`src/rtl/isa_io_bridge.sv`:
```
module isa_io_bridge #(
  parameter bit          BIG_ENDIAN   = 1'b1,
  parameter int          VEC_W        = 8,
  parameter logic [31:0] IO_BASE      = 32'h8000_0000,
  parameter int          IO_SPAN_LOG2 = 23,
  parameter logic [31:0] ACK_BASE     = 32'hBFFF_FFF0
) (
  input  logic             clk,
  input  logic             rst_n,
  input  logic             cpu_req,
  input  logic             cpu_we,
  input  logic [31:0]      cpu_addr,
  input  logic [1:0]       cpu_size,
  input  logic [31:0]      cpu_wdata,
  output logic [31:0]      cpu_rdata,
  output logic             cpu_done,
  output logic             cpu_miss,
  input  logic             map_sparse,
  output logic             io_req,
  output logic             io_we,
  output logic [15:0]      io_addr,
  output logic [1:0]       io_size,
  output logic [31:0]      io_wdata,
  input  logic [31:0]      io_rdata,
  input  logic             io_done,
  input  logic [VEC_W-1:0] irq_vector,
  output logic             irq_ack
);
  localparam int TAG_W = 32 - IO_SPAN_LOG2;

  function automatic logic [31:0] order(input logic [31:0] d, input logic [1:0] sz);
    if (!BIG_ENDIAN || sz == 2'd0) return d;
    if (sz == 2'd1) return {d[31:16], d[7:0], d[15:8]};
    return {d[7:0], d[15:8], d[23:16], d[31:24]};
  endfunction

  logic        busy;
  logic        accept;
  logic        in_io, in_ack;
  logic [15:0] port_addr;
  logic [31:0] vec_word;

  assign accept    = cpu_req && !busy;
  assign in_io     = cpu_addr[31:IO_SPAN_LOG2] == IO_BASE[31:IO_SPAN_LOG2];
  assign in_ack    = cpu_addr[31:2] == ACK_BASE[31:2];
  assign port_addr = map_sparse ? {cpu_addr[22:12], cpu_addr[4:0]} : cpu_addr[15:0];
  assign vec_word  = {{(32-VEC_W){1'b0}}, irq_vector};

  always_ff @(posedge clk) begin
    if (!rst_n) begin
      busy      <= 1'b0;
      io_req    <= 1'b0;
      io_we     <= 1'b0;
      io_addr   <= '0;
      io_size   <= '0;
      io_wdata  <= '0;
      cpu_done  <= 1'b0;
      cpu_miss  <= 1'b0;
      cpu_rdata <= '0;
      irq_ack   <= 1'b0;
    end else begin
      io_req   <= 1'b0;
      cpu_done <= 1'b0;
      cpu_miss <= 1'b0;
      irq_ack  <= 1'b0;
      if (busy) begin
        if (io_done) begin
          busy      <= 1'b0;
          cpu_done  <= 1'b1;
          cpu_rdata <= order(io_rdata, io_size);
        end
      end else if (accept) begin
        if (in_io) begin
          busy     <= 1'b1;
          io_req   <= 1'b1;
          io_we    <= cpu_we;
          io_addr  <= port_addr;
          io_size  <= cpu_size;
          io_wdata <= order(cpu_wdata, cpu_size);
        end else if (in_ack) begin
          cpu_done <= 1'b1;
          if (!cpu_we) begin
            cpu_rdata <= (cpu_addr[3:0] == 4'd0) ? order(vec_word, cpu_size) : 32'd0;
            irq_ack   <= (cpu_addr[3:0] == 4'd0);
          end
        end else begin
          cpu_done  <= 1'b1;
          cpu_miss  <= 1'b1;
          cpu_rdata <= 32'hFFFF_FFFF;
        end
      end
    end
  end

  p_io_req_pulse_r1: assert property (@(posedge clk) disable iff (!rst_n)
    io_req |=> !io_req);
  p_done_follows_io_r1: assert property (@(posedge clk) disable iff (!rst_n)
    (busy && io_done) |=> cpu_done);
  p_no_done_at_req_r1: assert property (@(posedge clk) disable iff (!rst_n)
    io_req |-> !cpu_done);
  p_done_pulse_r6: assert property (@(posedge clk) disable iff (!rst_n)
    cpu_done |=> !cpu_done);
  p_busy_blocks_r6: assert property (@(posedge clk) disable iff (!rst_n)
    (busy && !io_done) |=> (!io_req && !cpu_done));
  p_ack_with_done_r7: assert property (@(posedge clk) disable iff (!rst_n)
    irq_ack |-> (cpu_done && !cpu_miss));
  p_ack_pulse_r7: assert property (@(posedge clk) disable iff (!rst_n)
    irq_ack |=> !irq_ack);
  p_ack_write_quiet_r9: assert property (@(posedge clk) disable iff (!rst_n)
    (accept && in_ack && cpu_we) |=> (!irq_ack && !io_req && !cpu_miss && cpu_done));
  p_miss_ones_r10: assert property (@(posedge clk) disable iff (!rst_n)
    cpu_miss |-> (cpu_done && cpu_rdata == 32'hFFFF_FFFF && !io_req));
endmodule

```
`config.mk`:
```
export PLATFORM = sky130hd
export DESIGN_NAME = isa_io_bridge
export DESIGN_NICKNAME = d
export VERILOG_FILES = /design/src/rtl/isa_io_bridge.sv
export SDC_FILE = /design/constraint.sdc
export NUM_CORES = 1
export LEC_CHECK = 0
export BUFFER_PORTS_ARGS = -buffer_cell sky130_fd_sc_hd__buf_2
export CAP_MARGIN = 20
export CORE_ASPECT_RATIO = 0.5
export CORE_MARGIN = 10
export CORE_UTILIZATION = 45
export CTS_BUF_LIST = sky130_fd_sc_hd__clkbuf_4
export DETAILED_ROUTE_END_ITERATION = 8
export GPL_ROUTABILITY_DRIVEN = 1
export PLACE_DENSITY = 0.8
export SLEW_MARGIN = 25
export SYNTH_ARGS = -nofsm -noshare
export SYNTH_HDL_FRONTEND = slang
export SYNTH_SLANG_ARGS = --single-unit
export TNS_END_PERCENT = 10
```
`constraint.sdc`:
```
create_clock -name clk -period 3.25 [get_ports clk]
set_clock_uncertainty 0.1 [all_clocks]
set_input_delay 0.1625 -clock clk [delete_from_list [all_inputs] [get_ports clk]]
set_output_delay 0.1625 -clock clk [all_outputs]
set_load 0.05 [all_outputs]
```
Yosys cells after proc, flatten, opt, wreduce, memory -nomap -nowiden
Cells that the tools add are included.
{"block": "classes", "eq_ne": 7, "n_mux": 62, "n_bitwise": 4, "n_reduce_logical": 11}
{"op": "$mux W32", "count": 19}
{"op": "$mux W1", "count": 42}
{"op": "$eq A30 B30 Y1 const B", "count": 1}
{"op": "$mux W16", "count": 1}
{"op": "$eq A9 B9 Y1 const B", "count": 1}
{"op": "$reduce_or A6 Y1", "count": 1}
{"op": "$eq A2 B1 Y1 const B", "count": 2}
{"op": "$logic_not A2 Y1", "count": 2}
{"op": "$logic_not A4 Y1", "count": 1}
{"op": "$ne A2 B2 Y1 const B", "count": 2}
{"op": "$not A1 Y1", "count": 4}
{"op": "$reduce_and A4 Y1", "count": 1}
{"op": "$reduce_or A4 Y1", "count": 1}
{"op": "$ne A3 B3 Y1 const B", "count": 1}
{"op": "$reduce_and A3 Y1", "count": 1}
{"op": "$reduce_bool A2 Y1", "count": 1}
{"op": "$reduce_or A2 Y1", "count": 1}
{"op": "$logic_and A1 B1 Y1", "count": 1}
{"op": "$logic_not A1 Y1", "count": 1}
{"block": "totals", "reg_bits": 88, "inputBits": 112, "out_inout_bits": 87, "wordCells": 94}

Depth between registers and ports, before layout
Gate-level depths: netlist (run 1).
{"block": "logic_depth", "ltp_word": 23, "ltp_mapped": 8}

Least setup slack after synthesis (run 1)
OpenSTA, ideal clock, no wires.
{"block": "synth_path", "kind": "register to register", "startpoint": "register io_size[0]", "endpoint": "register cpu_rdata[10]", "setup_ps": 118, "arrival_ps": 1822, "setup_slack_ps": 1210, "stages_incl_launch_ff": 8, "n_path_buf": 2, "synth_period_minus_slack_ps": 2040, "path_cell_list": "dfxtp_1 -> clkbuf_1 -> buf_2 -> mux2_2 -> mux2i_1 -> nand2_1 -> nand2_1 -> o2bb2ai_1"}
{"block": "synth_between", "elab_chain_len": 10, "elab_cells_between_ends": 16, "cone_classes": "1 x eq/ne; 14 x mux; 1 x reduce/logical"}
{"item": "start: declaration", "line_no": "22", "text": "output logic [1:0] io_size,"}
{"item": "start signal: assignment", "line_no": "78", "text": "io_size <= cpu_size;"}
{"item": "$eq A2 B1 Y1", "line_no": "33", "text": "if (sz == 2'd1) return {d[31:16], d[7:0], d[15:8]};"}
{"item": "$mux W1 (2 in series)", "line_no": "33"}
{"item": "$mux W1", "line_no": "67", "text": "if (io_done) begin"}
{"item": "$mux W1", "line_no": "66", "text": "if (busy) begin"}
{"item": "$mux W1", "line_no": "50", "text": "if (!rst_n) begin"}
{"item": "$mux W32", "line_no": "34", "text": "return {d[7:0], d[15:8], d[23:16], d[31:24]};"}
{"item": "$mux W32 *", "line_no": "33"}
{"item": "$mux W32 *", "line_no": "67"}
{"item": "$mux W32 *", "line_no": "66"}
{"item": "end signal: assignment", "line_no": "70", "text": "cpu_rdata <= order(io_rdata, io_size);"}
{"item": "end signal: assignment", "line_no": "83", "text": "cpu_rdata <= (cpu_addr[3:0] == 4'd0) ? order(vec_word, cpu_size) : 32'd0;"}
{"item": "end: declaration", "line_no": "15", "text": "output logic [31:0] cpu_rdata,"}
Mark *: on every way between the ends. The rest lies on a longest branch, timed or not. The select of a mux whose other input is x is not followed.
A chain may end at the register's enable or synchronous reset.

Final worst setup path (run 1)
{"block": "layout_path", "startpoint": "input cpu_addr[3]", "endpoint": "register cpu_rdata[14]"}
{"block": "layout_between", "elab_chain_len": 7, "elab_cells_between_ends": 10, "cone_classes": "2 x eq/ne; 6 x mux; 2 x reduce/logical"}
{"item": "start: declaration", "line_no": "12", "text": "input logic [31:0] cpu_addr,"}
{"item": "$logic_not A4 Y1", "line_no": "83"}
{"item": "$mux W32", "line_no": "83"}
{"item": "$mux W32", "line_no": "82", "text": "if (!cpu_we) begin"}
{"item": "$mux W32", "line_no": "80", "text": "end else if (in_ack) begin"}
{"item": "$mux W32", "line_no": "73", "text": "if (in_io) begin"}
{"item": "$mux W32", "line_no": "72", "text": "end else if (accept) begin"}
{"item": "$mux W32", "line_no": "66"}
Several ways; a longest one is shown, not always the timed one. The select of a mux whose other input is x is not followed.

==> Flow_metrics.wiki, run 1 <==
{| class="wikitable"
! Metric !! Value
|-
| Leak || 0.003263 uW
|-
| Ordered cell list for the critical path || dlygate4sd3_1 > buf_2 > nand4bb_1 > nor4_2 > nand3b_1 > a21oi_1 > o2bb2ai_1 > dlygate4sd3_1
|-
| Pre-antenna DRT Iters || 5
|-
| R2r startpoint || busy
|-
| Worst EP arrival || between 3000 and 4000 ps
|-
| Skew-Pair Late Insertion Delay || roughly 450 ps
|-
| PortBufs || 198
|-
| Number of different library cells in the post-synthesis netlist || 37
|-
| Final weighted congestion in routability-driven placement || ~0.92
|-
| Total nets after synthesis || 647
|-
| Via count || about 5000
|-
| Maximum level of the CTS H-tree || 3
|-
| Hold Fails Final Rpt || 0
|-
| Maximum single-stage delay on the critical path || around 550 ps
|-
| GRT Util Overall || about a fifth
|-
| Share of post-route cells with drive strength above 1 || roughly a third
|-
| Detailed placement HPWL || between 10000 and 15000 microns
|-
| Drt first-iter violations || 398
|-
| Count of instances resized after the clock tree is built || 0
|-
| Via count of the first global-routing pass || between 5000 and 6000
|-
| Total of flip-flops plus latches after synthesis || 88
|-
| Critical path class || in2reg
|-
| Post-route ant nets || 0
|-
| YS warnings || 0
|-
| Worst Tran Pin Value || 909.2 ps
|-
| GR Overflow Total || 0
|-
| Post-detailed-routing wire length || 17130 microns
|-
| Number of buffers on the longest clock path || 2
|-
| Mean Syn Cell Area || between 8 and 9 sq um
|-
| Fmax || roughly 360 MHz
|-
| Final number of setup-violating endpoints || 0
|-
| Max capacitance violation total || 0
|-
| Number of hold-repair buffers added at the cts stage || between 70 and 80
|-
| Setup repair after global routing missed its margin || no
|-
| Setup TNS Final || 0 ps
|-
| Worst hold path class || in2reg
|-
| Initial Utilization || a little under half
|-
| Post-CTS clock slew at the launch and capture registers of the worst setup and hold paths || about 150 ps
|-
| Total power divided by cell area || between 300 and 400 nW/um^2
|-
| Required @ worst endpoint || roughly 3500 ps
|-
| Most frequent cell on the critical path || sky130_fd_sc_hd__dlygate4sd3_1
|-
| Number of cells produced by synthesis || 535
|-
| Final critical delay including setup and external delays || roughly 2800 ps
|-
| Final Max Tran Viols || 0
|-
| Post CTS Setup Buffer Count || 0
|-
| Clock root buffer || sky130_fd_sc_hd__clkbuf_4
|-
| Critical Path Start || cpu_addr[3]
|-
| Die height || 92.79 microns
|-
| Launch point of the worst hold path || io_rdata[29]
|-
| Routed len/inst || 18.50 microns
|-
| Layout Nets || between 800 and 900
|-
| Buffers plus inverters on the worst setup path || 3
|-
| Vias per inst || between 5 and 6
|-
| Overall die area || approximately 15000 sq um
|-
| Outcome || finished clean
|-
| Final non-filler cell area || between 6000 and 7000 sq um
|-
| Family of cells with the greatest summed delay on the critical path || buffers and inverters
|-
| Placement Cell Area || 5772 sq um
|-
| Startpoint Class || input port
|-
| Cts bufs inserted || 9
|-
| Remaining routing DRC violations || 0
|-
| Crit share post-route || a little under nine tenths
|-
| Pin count of the biggest net entering global routing || 80
|-
| Worst Path Max Fanout || 16
|-
| Boundary pin count || about 200
|-
| Sequential share of the synthesized area || a little under two fifths
|-
| Fill cell total of the finished layout || between 800 and 900
|-
| Slew headroom || just under 40%
|-
| Row Count || 26
|-
| Area delta synth->final || 40.62%
|-
| Slowest CP cell || sky130_fd_sc_hd__dlygate4sd3_1
|-
| Total number of clock tree sinks || roughly 90
|-
| Die W || roughly 170 microns
|-
| Netlist area before placement || about 4800 sq um
|-
| Clock tree from TritonCTS || built
|-
| Antenna violations before repair || 1
|-
| Core ar. || about 10000 sq um
|-
| Crit end category || register
|-
| Peak supply drop || 0.1639 mV
|-
| Global-route wire length before repair || 26330 microns
|}
state kept, by name (all words and copies together), names as in the netlist:
register,cells
io_req,1
io_wdata,32
io_size,2
cpu_done,1
cpu_rdata,32
cpu_miss,1
io_addr,16
busy,1
irq_ack,1
io_we,1
report_power, final:
group / internal, uW / total, uW / switching (uW) / leakage, uW
logic: 215 / 504 / 289 / 0.00245
clock network: 320 / 720 / 399 / 0.0000913
registers: 1110 / 1130 / 16.3 / 0.000720
total: 1650 / 2350 / 705 / 0.00326
layer usage:
metal	routed length (microns)	GRT usage, %	share of wire [%]
met1	6921	24.08	40
met2	8421	37.04	49
met4	643	9.012	3.8
met5	0	0	0
met3	1145	5.919	6.7
final cells by class:
type / instances / area, sq um / share of cell area (%)
antenna: 1 / 2.502 / 0.03732
clock buffer: 9 / 67.56 / 1.008
clock inverter: 7 / 100.1 / 1.493
multi-input combinational: 400 / 2778 / 41.43
sequential: 88 / 1763 / 26.29
tap: 140 / 175.2 / 2.612
timing repair buffer: 281 / 1819 / 27.13
cell usage in the layout (no fill, tap or decap), types with 2 or more instances in the layout:
master                          Yosys  final
sky130_fd_sc_hd__buf_2             15    197
sky130_fd_sc_hd__nand2_1          133    133
sky130_fd_sc_hd__dfxtp_1           88     87
sky130_fd_sc_hd__dlygate4sd3_1      0     76
sky130_fd_sc_hd__mux2i_1           59     59
sky130_fd_sc_hd__a21oi_1           33     33
sky130_fd_sc_hd__o21ai_0           32     32
sky130_fd_sc_hd__mux2_2            32     32
sky130_fd_sc_hd__o211a_1           27     27
sky130_fd_sc_hd__a21boi_0          24     24
sky130_fd_sc_hd__o2bb2ai_1         16     16
sky130_fd_sc_hd__clkbuf_4           0      9
sky130_fd_sc_hd__a22oi_1            8      8
sky130_fd_sc_hd__buf_4              3      7
sky130_fd_sc_hd__nand4_1            6      6
sky130_fd_sc_hd__nor4_1             3      3
sky130_fd_sc_hd__nand2b_1           3      3
sky130_fd_sc_hd__inv_6              0      3
sky130_fd_sc_hd__nor2b_1            3      2
sky130_fd_sc_hd__nor4_4             2      2
sky130_fd_sc_hd__nand4bb_1          2      2
sky130_fd_sc_hd__and2_1             2      2
sky130_fd_sc_hd__bufinv_16          0      2
Yosys cell counts, drive strengths merged:
| master | n | area, sq um |
|---|---|---|
| nor3 | 1 | 5.000 |
| a21boi | 26 | 198.9 |
| nor4 | 6 | 73.82 |
| nor3b | 1 | 18.77 |
| a32oi | 1 | 8.760 |
| nand4bb | 2 | 22.52 |
| buf | 25 | 153.9 |
| nand3b | 1 | 7.510 |
| and2 | 2 | 12.51 |
| nand4 | 6 | 37.54 |
| a21oi | 33 | 165.2 |
| mux2 | 32 | 360.4 |
| dfxtp | 88 | 1762 |
| nor2b | 3 | 18.77 |
| o2bb2ai | 16 | 140.1 |
| mux2i | 59 | 590.6 |
| nand2b | 4 | 32.53 |
| o211a | 27 | 270.3 |
| clkbuf | 22 | 82.58 |
| nor2 | 1 | 3.750 |
| nor4b | 1 | 23.77 |
| or4 | 1 | 11.26 |
| and3 | 1 | 6.260 |
| o41ai | 1 | 27.53 |
| a2111oi | 1 | 8.760 |
| a22oi | 8 | 60.06 |
| nand2 | 134 | 505.5 |
| o21ai | 32 | 160.2 |
worst reg2reg max path: cells and delay by family, from the launching register on:
kind | cells | cell delay [ps]
and+or+nand+nor | 1 | 100
AOI/OAI and AO/OA | 4 | 1110
DFF | 1 | 430
buffers and inverters | 2 | 800
metrics by stage:
| stage | setup slack, ps | utilization (%) | power (uW) | hold slack [ps] | instances |
|---|---|---|---|---|---|
| CTS | 529.4 | 65.18 | 2363 | 1.037 | 925 |
| detailed placement | 1007 | 56.15 | 1561 | 345.1 | 833 |
| global route | 335.4 | 65.23 | 2462 | 23.32 | 926 |
| global placement | 1122 | 56.15 | 1556 | 330.0 | 833 |
| finish | 481.0 | 65.23 | 2350 | 36.30 | 926 |
| floorplan | 1210 | - | 1403 | 139.9 | 535 |
kinds of logic after synthesis:
group           after synthesis  share of synthesized area [%]
mux                          91                          19.94
simple gates                164                          16.35
flops                        88                          36.95
compound gates              145                          21.81
buf+inv                      47                          4.959
worst paths after layout:
kind | to | slack, ps | cells past startpoint
setup reg to reg | cpu_rdata[0] | 620 | 7
setup / recovery | cpu_rdata[14] | 480 | 8
hold / removal | cpu_rdata[5] | 40 | 5
hold reg to reg | io_addr[2] | 370 | 2
(Power assumes the default switching activity.)
==> run 2, diff against run 1 <==
==> constraint.sdc (replaced) <==
create_clock -name clk -period 2.6 [get_ports clk]
set_clock_uncertainty 0.1 [all_clocks]
set_input_delay 0.13 -clock clk [delete_from_list [all_inputs] [get_ports clk]]
set_output_delay 0.13 -clock clk [all_outputs]
set_load 0.005 [all_outputs]
==> Flow_metrics.wiki, run 2 (synthesis results as in run 1) <==
{| class="wikitable"
! Metric !! Value
|-
| Global-route wire length before repair || 27820 microns (+5.7%)
|-
| Slowest CP cell || sky130_fd_sc_hd__dlygate4sd3_1
|-
| Fmax || slightly above 400 MHz
|-
| Die W || 165.6 microns (unchanged)
|-
| Core ar. || 10280 sq um (unchanged)
|-
| Combinational share of power || 18.7% (-2.7 points)
|-
| Pre-CTS setup slack || 575.8 ps (-430.9 ps)
|-
| Outcome || finished clean
|-
| Worst Tran Pin Value || 745.3 ps (-163.8 ps)
|-
| Routed len/inst || 18.98 microns (+2.6%)
|-
| Required @ worst endpoint || 2890 ps (-600 ps)
|-
| Critical path class || in2reg
|-
| Clock tree from TritonCTS || built
|-
| Crit share post-route || between 90% and 100%
|-
| Max capacitance violation total || 0 (unchanged)
|-
| Crit end category || register
|-
| Slew headroom || 50.31% (+11 points)
|-
| Most frequent cell on the critical path || sky130_fd_sc_hd__dlygate4sd3_1
|-
| Int Power || 2091 uW (+27%)
|-
| Peak supply drop || 0.3007 mV (+84%)
|-
| Leak || 0.003375 uW (+3.4%)
|-
| Boundary pin count || 199 (unchanged)
|-
| Post-route ant nets || 0 (unchanged)
|-
| Detailed placement HPWL || 11990 microns (+2.0%)
|-
| Post-detailed-routing wire length || 18030 microns (+5.3%)
|-
| Maximum level of the CTS H-tree || 3 (unchanged)
|-
| Final number of setup-violating endpoints || 0 (unchanged)
|-
| Hold Fails Final Rpt || 0 (unchanged)
|-
| Skew-Pair Late Insertion Delay || 450 ps (about the same)
|-
| Remaining routing DRC violations || 0 (unchanged)
|-
| Family of cells with the greatest summed delay on the critical path || buffers and inverters
|-
| Clock root buffer || sky130_fd_sc_hd__clkbuf_4
|-
| Reported net switching power || 743.7 uW (+5.6%)
|-
| Power share of the clock group || 31.5% (+0.9 points)
|-
| Number of buffers on the longest clock path || 2 (unchanged)
|-
| Die height || 92.79 microns (unchanged)
|-
| Fill cell total of the finished layout || 860 (-0.58%)
|-
| Row Count || 26 (unchanged)
|-
| Total power divided by cell area || 408.2 nW/um^2 (+16%)
|-
| Setup TNS Final || 0 ps (unchanged)
|-
| Drt first-iter violations || 429 (+7.8%)
|-
| Vias per inst || 5.476 (+1.1%)
|-
| Via count of the first global-routing pass || 5407 (+6.9%)
|-
| Layout Nets || 915 (+2.6%)
|-
| Final weighted congestion in routability-driven placement || 0.8847 (-4.3%)
|-
| Leading cell types in the layout, fill and taps excluded || sky130_fd_sc_hd__buf_2 (198), sky130_fd_sc_hd__nand2_1 (133), sky130_fd_sc_hd__dlygate4sd3_1 (93)
|-
| Switching Share || 26.24% (-3.7 points)
|-
| Share of post-route cells with drive strength above 1 || 33.66% (-0.095 points)
|-
| Via count || 5202 (+3.7%)
|-
| Cts bufs inserted || 9 (unchanged)
|-
| Commonest non-fill, non-tap cell in the layout || sky130_fd_sc_hd__buf_2
|-
| Sequential power share || 49.8% (+1.9 points)
|-
| Ordered cell list for the critical path || dlygate4sd3_1 > buf_2 > nand4bb_1 > nor4_2 > a21boi_4 > nor2b_1 > buf_4 > o2bb2ai_1 > dlygate4sd3_1
|-
| Area delta synth->final || 45.60%
|-
| Worst Path Max Fanout || 17 (+1)
|-
| Worst Slack Setup Final || 149.3 ps (-331.7 ps)
|-
| Worst hold path class || in2reg
|-
| PortBufs || 198 (unchanged)
|-
| Register Area || 1763 sq um (unchanged)
|-
| Biggest regs || cpu_rdata (32), io_wdata (32), io_addr (16)
|-
| Maximum single-stage delay on the critical path || 580 ps (+30 ps)
|-
| Pin count of the biggest net entering global routing || 80 (unchanged)
|-
| Worst EP arrival || 2740 ps (-270 ps)
|-
| Overall die area || 15360 sq um (unchanged)
|-
| Buffers plus inverters on the worst setup path || 4 (+1)
|-
| Final critical delay including setup and external delays || approximately 2500 ps
|-
| Post-CTS clock slew at the launch and capture registers of the worst setup and hold paths || 130 ps (-20 ps)
|-
| Pre-antenna DRT Iters || 5 (unchanged)
|-
| Final Max Tran Viols || 0 (unchanged)
|-
| Antenna violations before repair || 2 (+1)
|-
| GR Overflow Total || 0 (unchanged)
|-
| Multi-input gate area in the final layout || 2791 sq um (+0.50%)
|-
| Startpoint Class || input port
|-
| Setup repair after global routing missed its margin || no
|-
| GRT Util Overall || 22.49% (+1.2 points)
|-
| Initial Utilization || 46.39% (unchanged)
|-
| Total number of clock tree sinks || 88 (unchanged)
|}
## run 2: layout make-up
cell class	count	share of cell area (%)
Multi-Input combinational cell	400	40.21
Clock inverter	5	1.171
Sequential cell	88	25.39
Clock buffer	11	1.189
Timing Repair Buffer	304	29.45
Tap cell	140	2.523
Antenna cell	2	0.07209
## run 2: path summary, 6_finish.rpt
check	depth (start not counted)	from	to	slack [ps]
worst max-delay path	9	cpu_addr[2]	cpu_rdata[8]	150
worst min-delay path	4	io_rdata[15]	cpu_rdata[23]	30
worst max register to register	7	busy	cpu_rdata[8]	150
worst min register to register	2	io_wdata[6]	io_wdata[6]	370
## run 2: tightest hold or removal path, stage by stage
cell                      delay [ps]
sky130_fd_sc_hd__buf_2           100
sky130_fd_sc_hd__mux2_2          140
sky130_fd_sc_hd__nand2_1          50
sky130_fd_sc_hd__a21oi_1         120
## run 2: layer usage
layer	up-vias	global-route usage (%)	part of all wire, %
li1	2457	-	-
met1	2494	23.96	39
met2	210	41.01	51
met3	41	6.935	7.4
met4	0	8.430	2.8
met5	-	0	0
## run 2: metrics by stage
stage | power (uW) | hold slack [ps] | utilization, % | cell area [sq um] | cells
final | 2834 | 26.18 | 67.54 | 6943 | 950
after detailed placement | 1825 | 302.5 | 56.56 | 5814 | 837
after global placement | 1817 | 293.5 | 56.56 | 5814 | 837
after floorplan | 1621 | 107.4 | - | 4768 | 535
after CTS | 2839 | 8.558 | 67.21 | 6909 | 946
after global routing | 2958 | 10.48 | 67.54 | 6943 | 950
## run 2: repair_timing
item                                   4_1_cts  5_1_grt
resized for setup                            0        2
setup endpoints to repair                    0        8
endpoints found under the hold margin       79        0
buffers inserted                             0        2
hold buffers                                93        0
## run 2: power groups by stage
stage	clock network [uW]	registers, uW	logic [uW]
CTS	917	1410	512
global route	969	1420	573
detailed placement	0	1440	387
floorplan	0	1440	182
global placement	0	1440	378
finish	894	1410	529
==> run 3, diff against run 2 <==
- ABC_CLOCK_PERIOD_IN_PS: unset -> 2600
- CAP_MARGIN: 20 -> 15
- CORE_MARGIN: 10 -> 1
==> Flow_metrics.wiki, run 3 (synthesis results as in run 1) <==
{| class="wikitable"
! Metric !! Value
|-
| Pre-antenna DRT Iters || 5 (unchanged)
|-
| Crit end category || register
|-
| Layout Nets || 924 (+0.98%)
|-
| Number of buffers on the longest clock path || 2 (unchanged)
|-
| Drt first-iter violations || 355 (-17%)
|-
| Maximum level of the CTS H-tree || 3 (unchanged)
|-
| Fill cell total of the finished layout || 789 (-8.3%)
|-
| Vias per inst || 5.529 (+0.98%)
|-
| Skew-Pair Late Insertion Delay || 450 ps (about the same)
|-
| Area delta synth->final || 47.28%
|-
| Worst Tran Pin Value || 839.6 ps (+94.28 ps)
|-
| Final weighted congestion in routability-driven placement || 0.9252 (+4.6%)
|-
| Placement Cell Area || 5793 sq um (-0.37%)
|-
| Fmax || 388.0 MHz (-4.9%)
|-
| Peak supply drop || 0.2304 mV (-23%)
|-
| Setup repair after global routing missed its margin || no
|-
| Commonest non-fill, non-tap cell in the layout || sky130_fd_sc_hd__buf_2
|-
| Slew headroom || 43.95% (-6.4 points)
|-
| Via count of the first global-routing pass || 5010 (-7.3%)
|-
| Pin count of the biggest net entering global routing || 80 (unchanged)
|-
| GRT Util Overall || 28.90% (+6.4 points)
|-
| Boundary pin count || 199 (unchanged)
|-
| Final non-filler cell area || 7023 sq um (+1.2%)
|-
| Biggest regs || cpu_rdata (32), io_wdata (32), io_addr (16)
|-
| Worst EP arrival || 2900 ps (+160 ps)
|-
| Leading cell types in the layout, fill and taps excluded || sky130_fd_sc_hd__buf_2 (198), sky130_fd_sc_hd__nand2_1 (133), sky130_fd_sc_hd__dlygate4sd3_1 (101)
|-
| Routed len/inst || 17.18 microns (-9.5%)
|-
| Global-route wire length before repair || 24760 microns (-11%)
|-
| Post-route ant nets || 0 (unchanged)
|-
| Detailed placement HPWL || 10050 microns (-16%)
|-
| Cts bufs inserted || 9 (unchanged)
|-
| Antenna violations before repair || 1 (-1)
|-
| Post-CTS clock slew at the launch and capture registers of the worst setup and hold paths || 170 ps (+40 ps)
|-
| Final critical delay including setup and external delays || 2577 ps (+126.5 ps)
|-
| Worst hold path class || in2reg
|-
| Outcome || finished clean
|-
| Hold Fails Final Rpt || 0 (unchanged)
|-
| Pre-CTS setup slack || 581.5 ps (+5.789 ps)
|-
| Highest layer used for signal routing || met4
|-
| Remaining routing DRC violations || 0 (unchanged)
|-
| Die height || 74.79 microns (-19%)
|-
| Row Count || 26 (unchanged)
|-
| Worst Slack Setup Final || 22.77 ps (-126.5 ps)
|-
| Clock tree from TritonCTS || built
|-
| Post-detailed-routing wire length || 16460 microns (-8.7%)
|-
| Via count || 5297 (+1.8%)
|-
| Share of post-route cells with drive strength above 1 || 33.41% (-0.25 points)
|-
| Overall die area || 11040 sq um (-28%)
|-
| DR WL met3 || 1131 microns (-16%)
|-
| Setup TNS Final || 0 ps (unchanged)
|-
| GR Overflow Total || 0 (unchanged)
|-
| Detailed-routing wirelength on met1 || 6621 microns (-5.9%)
|-
| Max capacitance violation total || 0 (unchanged)
|-
| Crit share post-route || 99.12% (+4.9 points)
|-
| Leak || 0.003417 uW (+1.2%)
|-
| PortBufs || 198 (unchanged)
|-
| Final number of setup-violating endpoints || 0 (unchanged)
|-
| Startpoint Class || input port
|-
| Critical path class || in2reg
|-
| Total number of clock tree sinks || 88 (unchanged)
|-
| Total power divided by cell area || 408.9 nW/um^2 (+0.16%)
|-
| Core ar. || 10250 sq um (-0.32%)
|-
| Worst Path Max Fanout || 8 (-9)
|-
| Routed length on met2 || 8073 microns (-12%)
|-
| Required @ worst endpoint || 2930 ps (+40 ps)
|-
| Initial Utilization || 46.53% (+0.15 points)
|-
| Clock root buffer || sky130_fd_sc_hd__clkbuf_4
|-
| Die W || 147.6 microns (-11%)
|-
| Final Max Tran Viols || 0 (unchanged)
|}
run 3: metrics by stage:
step	cells	hold WS [ps]	utilization, %	total power [uW]
final	958	25.83	68.53	2872
after floorplan	535	107.4	-	1621
after detailed placement	836	308.3	56.53	1814
after CTS	953	0.9664	68.07	2856
after global routing	958	19.47	68.53	2987
after global placement	836	301.8	56.53	1807
run 3: worst paths after layout:
path / start / endpoint / slack [ps] / depth (start not counted)
worst max-delay path: cpu_addr[0] / cpu_rdata[9] / 20 / 7
worst min-delay path: io_rdata[30] / cpu_rdata[30] / 30 / 4
worst max register to register: io_size[0] / cpu_rdata[9] / 160 / 6
worst min register to register: io_wdata[2] / io_wdata[2] / 370 / 2
run 3: layout make-up:
type / count / area (sq um) / share of cell area, %
Antenna cell: 1 / 2.502 / 0.03563
Clock buffer: 9 / 67.56 / 0.9621
Clock inverter: 7 / 103.9 / 1.479
Multi-Input combinational cell: 400 / 2793 / 39.76
Sequential cell: 88 / 1762 / 25.08
Tap cell: 140 / 175.2 / 2.494
Timing Repair Buffer: 313 / 2120 / 30.18
run 3: timing repair:
action,CTS,global route
hold endpoints to repair,82,0
resized for setup,0,3
hold buffers,101,0
setup buffers,0,4
setup endpoints to repair,0,8
run 3: critical path, cell delays in order:
cell	delay, ps
sky130_fd_sc_hd__dlygate4sd3_1	550
sky130_fd_sc_hd__buf_2	140
sky130_fd_sc_hd__or4_4	600
sky130_fd_sc_hd__nor4b_4	540
sky130_fd_sc_hd__a21oi_1	170
sky130_fd_sc_hd__o2bb2ai_1	200
sky130_fd_sc_hd__dlygate4sd3_1	570
run 3: where the power goes:
group          internal, uW  switching [uW]
clock network           402             521
logic                   298             240
registers              1390            23.0
run 3: routing by layer:
metal,track usage (%),vias to the layer above
met3,7.152,73
met4,14.43,0
met5,0,-
met1,32.99,2506
li1,-,2470
met2,52.20,248
